File: src/rtl/msi_line_ctrl.sv
module msi_line_ctrl #(
  parameter int ADDR_W = 16,
  parameter int IDX_W  = 2
) (
  input  logic              clk,
  input  logic              rst_n,
  input  logic              cpu_req,
  input  logic              cpu_we,
  input  logic [ADDR_W-1:0] cpu_addr,
  output logic              cpu_ready,
  output logic              bus_req,
  output logic [1:0]        bus_cmd,
  output logic [ADDR_W-1:0] bus_addr,
  input  logic              bus_gnt,
  input  logic              bus_done,
  input  logic              snoop_valid,
  input  logic [1:0]        snoop_cmd,
  input  logic [ADDR_W-1:0] snoop_addr,
  output logic              snoop_flush
);
  localparam int TAG_W = ADDR_W - IDX_W;
  localparam int LINES = 1 << IDX_W;
  localparam logic [1:0] L_I = 2'd0, L_S = 2'd1, L_M = 2'd2;
  localparam logic [1:0] C_NONE = 2'd0, C_RD = 2'd1, C_WR = 2'd2, C_WB = 2'd3;
  localparam logic [1:0] F_IDLE = 2'd0, F_WB = 2'd1, F_MISS = 2'd2;

  logic [1:0]        lst  [LINES];
  logic [TAG_W-1:0]  ltag [LINES];
  logic [1:0]        fsm;
  logic              r_we;
  logic [ADDR_W-1:0] r_addr;

  wire [IDX_W-1:0] c_idx = cpu_addr[IDX_W-1:0];
  wire [TAG_W-1:0] c_tag = cpu_addr[ADDR_W-1:IDX_W];
  wire [IDX_W-1:0] r_idx = r_addr[IDX_W-1:0];
  wire [TAG_W-1:0] r_tag = r_addr[ADDR_W-1:IDX_W];
  wire [IDX_W-1:0] s_idx = snoop_addr[IDX_W-1:0];
  wire [TAG_W-1:0] s_tag = snoop_addr[ADDR_W-1:IDX_W];

  wire c_match   = (lst[c_idx] != L_I) && (ltag[c_idx] == c_tag);
  wire c_ok      = c_match && (lst[c_idx] == L_M || !cpu_we);
  wire c_dirty   = (lst[c_idx] == L_M) && !c_match;
  wire accept    = (fsm == F_IDLE) && cpu_req && !snoop_valid;
  wire done_xfer = bus_gnt && bus_done;
  wire s_match   = snoop_valid && (lst[s_idx] != L_I) && (ltag[s_idx] == s_tag);
  wire s_rd_m    = s_match && snoop_cmd == C_RD && lst[s_idx] == L_M;
  wire s_wr      = s_match && snoop_cmd == C_WR;

  assign cpu_ready = (accept && c_ok) || (fsm == F_MISS && done_xfer);
  assign bus_req   = fsm != F_IDLE;
  assign bus_cmd   = (fsm == F_WB) ? C_WB : (fsm == F_MISS) ? (r_we ? C_WR : C_RD) : C_NONE;
  assign bus_addr  = (fsm == F_WB) ? {ltag[r_idx], r_idx} : r_addr;

  always_ff @(posedge clk) begin
    if (!rst_n) begin
      fsm    <= F_IDLE;
      r_we   <= 1'b0;
      r_addr <= '0;
    end else begin
      case (fsm)
        F_IDLE: if (accept && !c_ok) begin
          fsm    <= c_dirty ? F_WB : F_MISS;
          r_we   <= cpu_we;
          r_addr <= cpu_addr;
        end
        F_WB: if (done_xfer || (!bus_gnt && lst[r_idx] != L_M)) fsm <= F_MISS;
        F_MISS: if (done_xfer) fsm <= F_IDLE;
        default: fsm <= F_IDLE;
      endcase
    end
  end

  always_ff @(posedge clk) begin
    if (!rst_n) begin
      snoop_flush <= 1'b0;
      for (int i = 0; i < LINES; i++) begin
        lst[i]  <= L_I;
        ltag[i] <= '0;
      end
    end else begin
      snoop_flush <= s_rd_m || (s_wr && lst[s_idx] == L_M);
      if (s_rd_m) lst[s_idx] <= L_S;
      else if (s_wr) lst[s_idx] <= L_I;
      else if (fsm == F_WB && done_xfer) lst[r_idx] <= L_I;
      else if (fsm == F_MISS && done_xfer) begin
        lst[r_idx]  <= r_we ? L_M : L_S;
        ltag[r_idx] <= r_tag;
      end
    end
  end

  assert_hold_R6: assert property (@(posedge clk) disable iff (!rst_n)
    (bus_req && bus_cmd != C_WB && !done_xfer) |=> (bus_req && $stable(bus_cmd) && $stable(bus_addr)));
  assert_ready_done_R6: assert property (@(posedge clk) disable iff (!rst_n)
    (cpu_ready && bus_req) |-> done_xfer);
  assert_hit_quiet_R2: assert property (@(posedge clk) disable iff (!rst_n)
    (fsm == F_IDLE && cpu_ready) |=> !bus_req);
  assert_downgrade_R7: assert property (@(posedge clk) disable iff (!rst_n)
    s_rd_m |=> (snoop_flush && lst[$past(s_idx)] == L_S));
  assert_invalidate_R8: assert property (@(posedge clk) disable iff (!rst_n)
    s_wr |=> (lst[$past(s_idx)] == L_I));
  assert_snoop_block_R10: assert property (@(posedge clk) disable iff (!rst_n)
    (snoop_valid && fsm == F_IDLE) |=> !bus_req);
endmodule

File: config.mk
export PLATFORM = sky130hd
export DESIGN_NAME = msi_line_ctrl
export DESIGN_NICKNAME = d
export VERILOG_FILES = /design/src/rtl/msi_line_ctrl.sv
export SDC_FILE = /design/constraint.sdc
export NUM_CORES = 1
export LEC_CHECK = 0
export BUFFER_PORTS_ARGS = -buffer_cell sky130_fd_sc_hd__buf_2
export CORE_MARGIN = 4
export CORE_UTILIZATION = 55
export CTS_CLUSTER_DIAMETER = 40
export CTS_CLUSTER_SIZE = 12
export DETAILED_ROUTE_END_ITERATION = 6
export MAX_ROUTING_LAYER = met4
export PLACE_DENSITY = 0.76
export SLEW_MARGIN = 20
export SYNTH_ARGS = -nofsm -noshare
export SYNTH_HDL_FRONTEND = slang
export SYNTH_SLANG_ARGS = --single-unit
File: constraint.sdc
create_clock -name clk -period 3.1 [get_ports clk]
set_clock_uncertainty 0.15 [all_clocks]
set_input_delay 0.155 -clock clk [delete_from_list [all_inputs] [get_ports clk]]
set_output_delay 0.155 -clock clk [all_outputs]
set_load 0.05 [all_outputs]
==> qor.yml, run 1 <==
ys_seq_elements: 86
slew-limit-headroom: 0.398
die_width_um: 105
cp-end-kind: "flop"
drcViolationCount: 0
worst_pin_slew_ns: 0.903
drtIter0Drc: 330
fmax_ghz: 0.335
setup_viol: 0
hold_viol_final: 0
synth_area_um2: 5140
peakVddDrop_uv: 220
drtPass1Iterations: 4
grt_max_degree: 43
outcome: "finished, final reports clean"
cts_root_buf: "clkbuf_8"
synthTopCellsByArea: "edfxtp_1, mux4_2, dfxtp_1, and3_1, xnor2_1"
antenna_found_initial: 0
cp.required_ns: 3.02
reg2reg_slack_ns: 0.12
routed_wl_um: 13300
ys_warn_count: 0
dp_slack_ns: 0.0656
die_area_um2: 11000
grt_pass1_vias: 3835
routedWlPerCell_um: 22.0
antenna_left: 0
critPathLaunchType: "flop"
finalCritPeriodShare: 0.963
drive_gt1_frac: 0.354
clock_latency_ns: 0.36
ys_seq_area_frac: 0.459
leakagePower_nw: 2.41
drv_slew: 0
cp_slowest_cell: "mux4_2"
drv_cap: 0
dp_hpwl_um: 9200
hp-class: "in2reg"
numClockSinks: 86
fp.coreArea_um2: 9150
die_h_um: 105
cp.arrival_ns: 2.90
nets: 531
area_delta_synth_final_pct: 18.9
rsz0062_at_grt: "false"
worst_slack_ns: 0.116
tns_ns: 0
reg2reg_to: "ltag[0][13]"
row_count: 35
cts_max_path_buffers: 2
overflow: 0
worstHoldStart: "bus_gnt"
synth_area_leader_cell: "edfxtp_1"
tritoncts: "yes"
async_reset_ff_frac: 0
fin_crit_ns: 2.98
clkSlewWorstSetupHoldPaths_ns: 0.09
synth_edf_count: 64
cts_buffers: 9
syn_nets: 454
crit_buf_inv: 2
r2r-start: "ltag[3][5]"
grt_usage: 0.258
ys_types: 45
yosys.area.top_type_share: 0.374
syn_avg_cell_area_um2: 12.4
gp_congestion: 0.905
critPathMaxFanout: 10
netlist_instances: 413
p_per_area_nw_per_um2: 450
pin_count: 62
criticalPathCategory: "reg2reg"
vias_per_cell: 6.26
grt_pass1_wl_um: 20800
num_vias: 3795
holdPathEnd: "fsm[0]"
diodes: 0
ys.flop_type: "edfxtp_1"
port_buffers: 61
htreeDepth: 3
start_util: 0.562
fin_util: 0.668
cp_cell_sequence: "mux4_2 -> xnor2_1 -> nand4_1 -> nor4_4 -> buf_4 -> a211oi_4 -> nand2_1 -> nand2_1 -> buf_4"
crit_family: "simple AND/OR/NAND/NOR gates"
r2r_cells: 9
slowest_delay_ns: 0.52
whs_path_depth: 3
-- stage by stage --
| stage | total power, mW | instance area, um2 | hold WS, ns | instances |
|---|---|---|---|---|
| after global placement | 1.80 | 5690 | 0.249 | 574 |
| after global routing | 2.84 | 6110 | 0.0939 | 606 |
| after CTS | 2.75 | 6090 | 0.0385 | 606 |
| after floorplan | 1.65 | 5140 | 0.135 | 413 |
| after detailed placement | 1.81 | 5690 | 0.261 | 574 |
| final | 2.75 | 6110 | 0.0366 | 606 |
-- how the worst max path moves through the flow --
stage,startpoint,end,depth (start not counted)
floorplan,snoop_addr[0],ltag[0][0],9
global placement,snoop_addr[0],ltag[0][13],11
detailed placement,snoop_addr[0],ltag[0][1],11
CTS,ltag[2][12],cpu_ready,8
global route,ltag[3][5],ltag[0][13],9
finish,ltag[3][5],ltag[0][13],9
-- metal layers --
metal | track usage | wire [um] | up-vias
met5 | - | 0 | -
met4 | 0.0834 | 308 | 0
met3 | 0.0364 | 993 | 24
met2 | 0.435 | 6770 | 155
met1 | 0.327 | 5240 | 1877
li1 | - | - | 1739
-- layout by cell type (no fill, tap or decap), drive strengths merged, types with 4 or more instances in the layout --
cell         synthesis  layout
a21oi                4       4
o21ai               19      19
nor3b                4       4
edfxtp              64      64
xnor2               28      28
dlygate4sd3          0      16
or2                  4       4
nand3               23      23
clkbuf              22      11
mux4                46      46
nor2b                4       4
and3                41      41
nand2b               5       5
dfxtp               22      22
buf                 13      84
mux2                16      16
nor3                 6       6
and2                16      16
nor2                 8       8
nand2               37      37
nand4                7       7
-- tightest hold or removal path, delay by kind of cell --
kind	cells	cell delay [ns]
buffers and inverters	1	0.11
AOI/OAI and AO/OA	2	0.24
-- flip-flops by register name, summed over array words and instances, names as in the netlist, named ones only --
signal and flops:
snoop_flush 1, r_addr 16, lst 8, ltag 56, fsm 2, r_we 1
-- where the power goes --
part | total, mW | internal [mW] | switching [mW]
sequential | 1.32 | 1.28 | 0.0444
combinational | 0.484 | 0.214 | 0.270
clock | 0.943 | 0.534 | 0.408
-- Yosys cell counts, types with 7 or more instances --
cell / n
edfxtp_1: 64
mux4_2: 46
and3_1: 41
nand2_1: 36
xnor2_1: 28
nand3_1: 23
dfxtp_1: 22
clkbuf_1: 21
o21ai_0: 19
and2_1: 16
mux2_2: 15
nor2_1: 8
nand4_1: 7
-- final cells by class --
type / instances / area [um2]
Clock inverter: 6 / 110
Clock buffer: 10 / 128
Multi-Input combinational cell: 289 / 2650
Timing Repair Buffer: 101 / 711
Fill cell: 667 / 3040
Sequential cell: 86 / 2360
Tap cell: 111 / 139
Inverter: 3 / 11.3
-- timing repair --
action,CTS,global route
buffers inserted,0,0
hold buffers,16,0
setup endpoints to repair,0,6
resized for setup,0,4
hold endpoints to repair,17,0
-- cell families (layout without fill, tap and decap cells) --
| kind of cell | count (synthesis) | in the layout | synth area share |
|---|---|---|---|
| AO/OA/AOI/OAI | 35 | 35 | 0.0414 |
| flip-flops | 86 | 86 | 0.459 |
| XOR/XNOR | 28 | 28 | 0.0477 |
| AND/OR/NAND/NOR | 162 | 162 | 0.177 |
| multiplexers | 64 | 64 | 0.241 |
| buffers and inverters | 38 | 120 | 0.0331 |
Power figures use the tool's default switching activity.
==> run 2, diff against run 1 <==
--- a/config.mk
+++ b/config.mk
@@ -7,4 +7,5 @@
 export LEC_CHECK = 0
 export BUFFER_PORTS_ARGS = -buffer_cell sky130_fd_sc_hd__buf_2
+export CORE_ASPECT_RATIO = 2
 export CORE_MARGIN = 4
 export CORE_UTILIZATION = 55
--- a/constraint.sdc
+++ b/constraint.sdc
@@ -3,3 +3,3 @@
 set_input_delay 0.155 -clock clk [delete_from_list [all_inputs] [get_ports clk]]
 set_output_delay 0.155 -clock clk [all_outputs]
-set_load 0.05 [all_outputs]
+set_load 0.1 [all_outputs]
==> run 2 against run 1 <==
Net effect: flip-flop and latch count unchanged; largest power group unchanged; critical path type is now reg2out; power grew 8.4%; critical endpoint is now cpu_ready; fmax decreased by 1.9%; via count grew 5.9%; utilization rose by 0.99 points; global-route usage grew 3.4 points; register-to-register slack gained 0.02 ns.
==> qor.yml, run 2 (same netlist as run 1, synthesis figures left out) <==
cts_buffers: 9
worstHoldStart: "snoop_valid"
diodes: 0
htreeDepth: 3
drcViolationCount: 0
dp_hpwl_um: 10500
die_h_um: 145
setup_viol: 0
numClockSinks: 86
r2r-start: "ltag[2][10]"
critPathMaxFanout: 3
row_count: 49
fmax_ghz: 0.329
gp_congestion: 0.880
area_delta_synth_final_pct: 19.6
r2r_cells: 8
peakVddDrop_uv: 405
pin_count: 62
grt_pass1_vias: 4179
die_area_um2: 11100
cp-end-kind: "output port"
outcome: "finished, final reports clean"
fin_util: 0.678
leakagePower_nw: 2.45
holdPathEnd: "snoop_flush"
layout.cells.most_common: "edfxtp_1"
reg_top3: "ltag (56), r_addr (16), lst (8)"
drive_gt1_frac: 0.357
largest_register_ffs: 56
critPathLaunchType: "flop"
routedWlPerCell_um: 24.4
drtIter0Drc: 363
slew-limit-headroom: 0.421
vias_per_cell: 6.69
fp.coreArea_um2: 9070
nets: 535
finalCritPeriodShare: 0.981
cts_max_path_buffers: 2
grt_pass1_wl_um: 23000
worst_pin_slew_ns: 0.867
reg2reg_to: "ltag[2][7]"
die_width_um: 76.4
tns_ns: 0
criticalPathCategory: "reg2out"
final_cell_mix: "edfxtp_1, buf_2, mux4_2"
reg2reg_slack_ns: 0.14
rsz0062_at_grt: "false"
nFillCells: 691
drv_cap: 0
regMostFlops: "ltag"
grt_max_degree: 43
hold_viol_final: 0
overflow: 0
grt_usage: 0.293
antenna_found_initial: 0
antenna_left: 0
port_buffers: 61
cts_root_buf: "clkbuf_16"
clock_latency_ns: 0.34
whs_path_depth: 3
p_per_area_nw_per_um2: 484
cp.arrival_ns: 2.74
drv_slew: 0
hp-class: "in2reg"
num_vias: 4019
start_util: 0.567
clkSlewWorstSetupHoldPaths_ns: 0.06
routed_wl_um: 14700
cp.required_ns: 2.79
tritoncts: "yes"
drtPass1Iterations: 5
fin_crit_ns: 3.04
-- run 2: cell count changes in the layout (fill, tap and decap cells not counted), sizes merged --
cell / previous run / this run
clkbuf: 11 / 13
buf: 84 / 90
dlygate4sd3: 16 / 15
clkinv: 3 / 2
bufinv: 3 / 1
-- run 2: worst max-delay path by stage --
stage,startpoint,endpoint,slack [ns],depth (start not counted)
after floorplan,snoop_addr[0],ltag[0][0],0.22,9
after global routing,ltag[1][5],cpu_ready,0.007,7
after detailed placement,snoop_addr[0],ltag[1][12],0.007,11
final,ltag[2][5],cpu_ready,0.06,7
after CTS,ltag[2][5],cpu_ready,0.05,7
after global placement,snoop_addr[0],ltag[2][4],0.05,11
-- run 2: timing repair --
| item | CTS | global route |
|---|---|---|
| setup buffers | 0 | 0 |
| pin swaps | 1 | 0 |
| hold buffers | 15 | 0 |
| gates resized for setup | 1 | 1 |
| setup endpoints to repair | 1 | 1 |
| hold endpoints to repair | 15 | 0 |
-- run 2: critical path, stage by stage (launching register included) --
cell       delay, ns
edfxtp_1        0.41
mux4_2          0.50
xnor2_1         0.37
o2111ai_1       0.37
nor4_4          0.31
nand3_1         0.11
nand2_1         0.14
buf_12          0.18
-- run 2: area by class of cell --
type / instances / area, um2 / area share
Sequential cell: 86 / 2360 / 0.384
Inverter: 3 / 11.3 / 0.00183
Tap cell: 102 / 128 / 0.0208
Multi-Input combinational cell: 289 / 2640 / 0.430
Timing Repair Buffer: 105 / 701 / 0.114
Clock buffer: 13 / 262 / 0.0425
Clock inverter: 3 / 42.5 / 0.00692
-- run 2: metal layers --
| layer | global-route usage | up-vias | part of all wire |
|---|---|---|---|
| met3 | 0.0384 | 59 | 0.066 |
| met1 | 0.308 | 2004 | 0.33 |
| met4 | 0.197 | 0 | 0.060 |
| met2 | 0.513 | 211 | 0.55 |
| li1 | - | 1745 | - |
| met5 | - | - | 0 |
-- run 2: power by group --
group          internal, mW  switching (mW)
Clock                 0.673           0.430
Combinational         0.211           0.336
Sequential             1.28          0.0498
Total                  2.16           0.815
-- run 2: through the flow --
stage | total power [mW] | cell area, um2 | worst slack, ns | hold slack (ns) | cells
4_1_cts | 2.98 | 6140 | 0.0526 | 0.0320 | 601
2_1_floorplan | 1.71 | 5140 | 0.216 | 0.135 | 413
6_report | 2.98 | 6150 | 0.0580 | 0.0436 | 601
3_5_place_dp | 1.88 | 5680 | 0.00653 | 0.260 | 570
5_1_grt | 3.07 | 6150 | 0.00747 | 0.0215 | 601
3_3_place_gp | 1.86 | 5680 | 0.0499 | 0.246 | 570
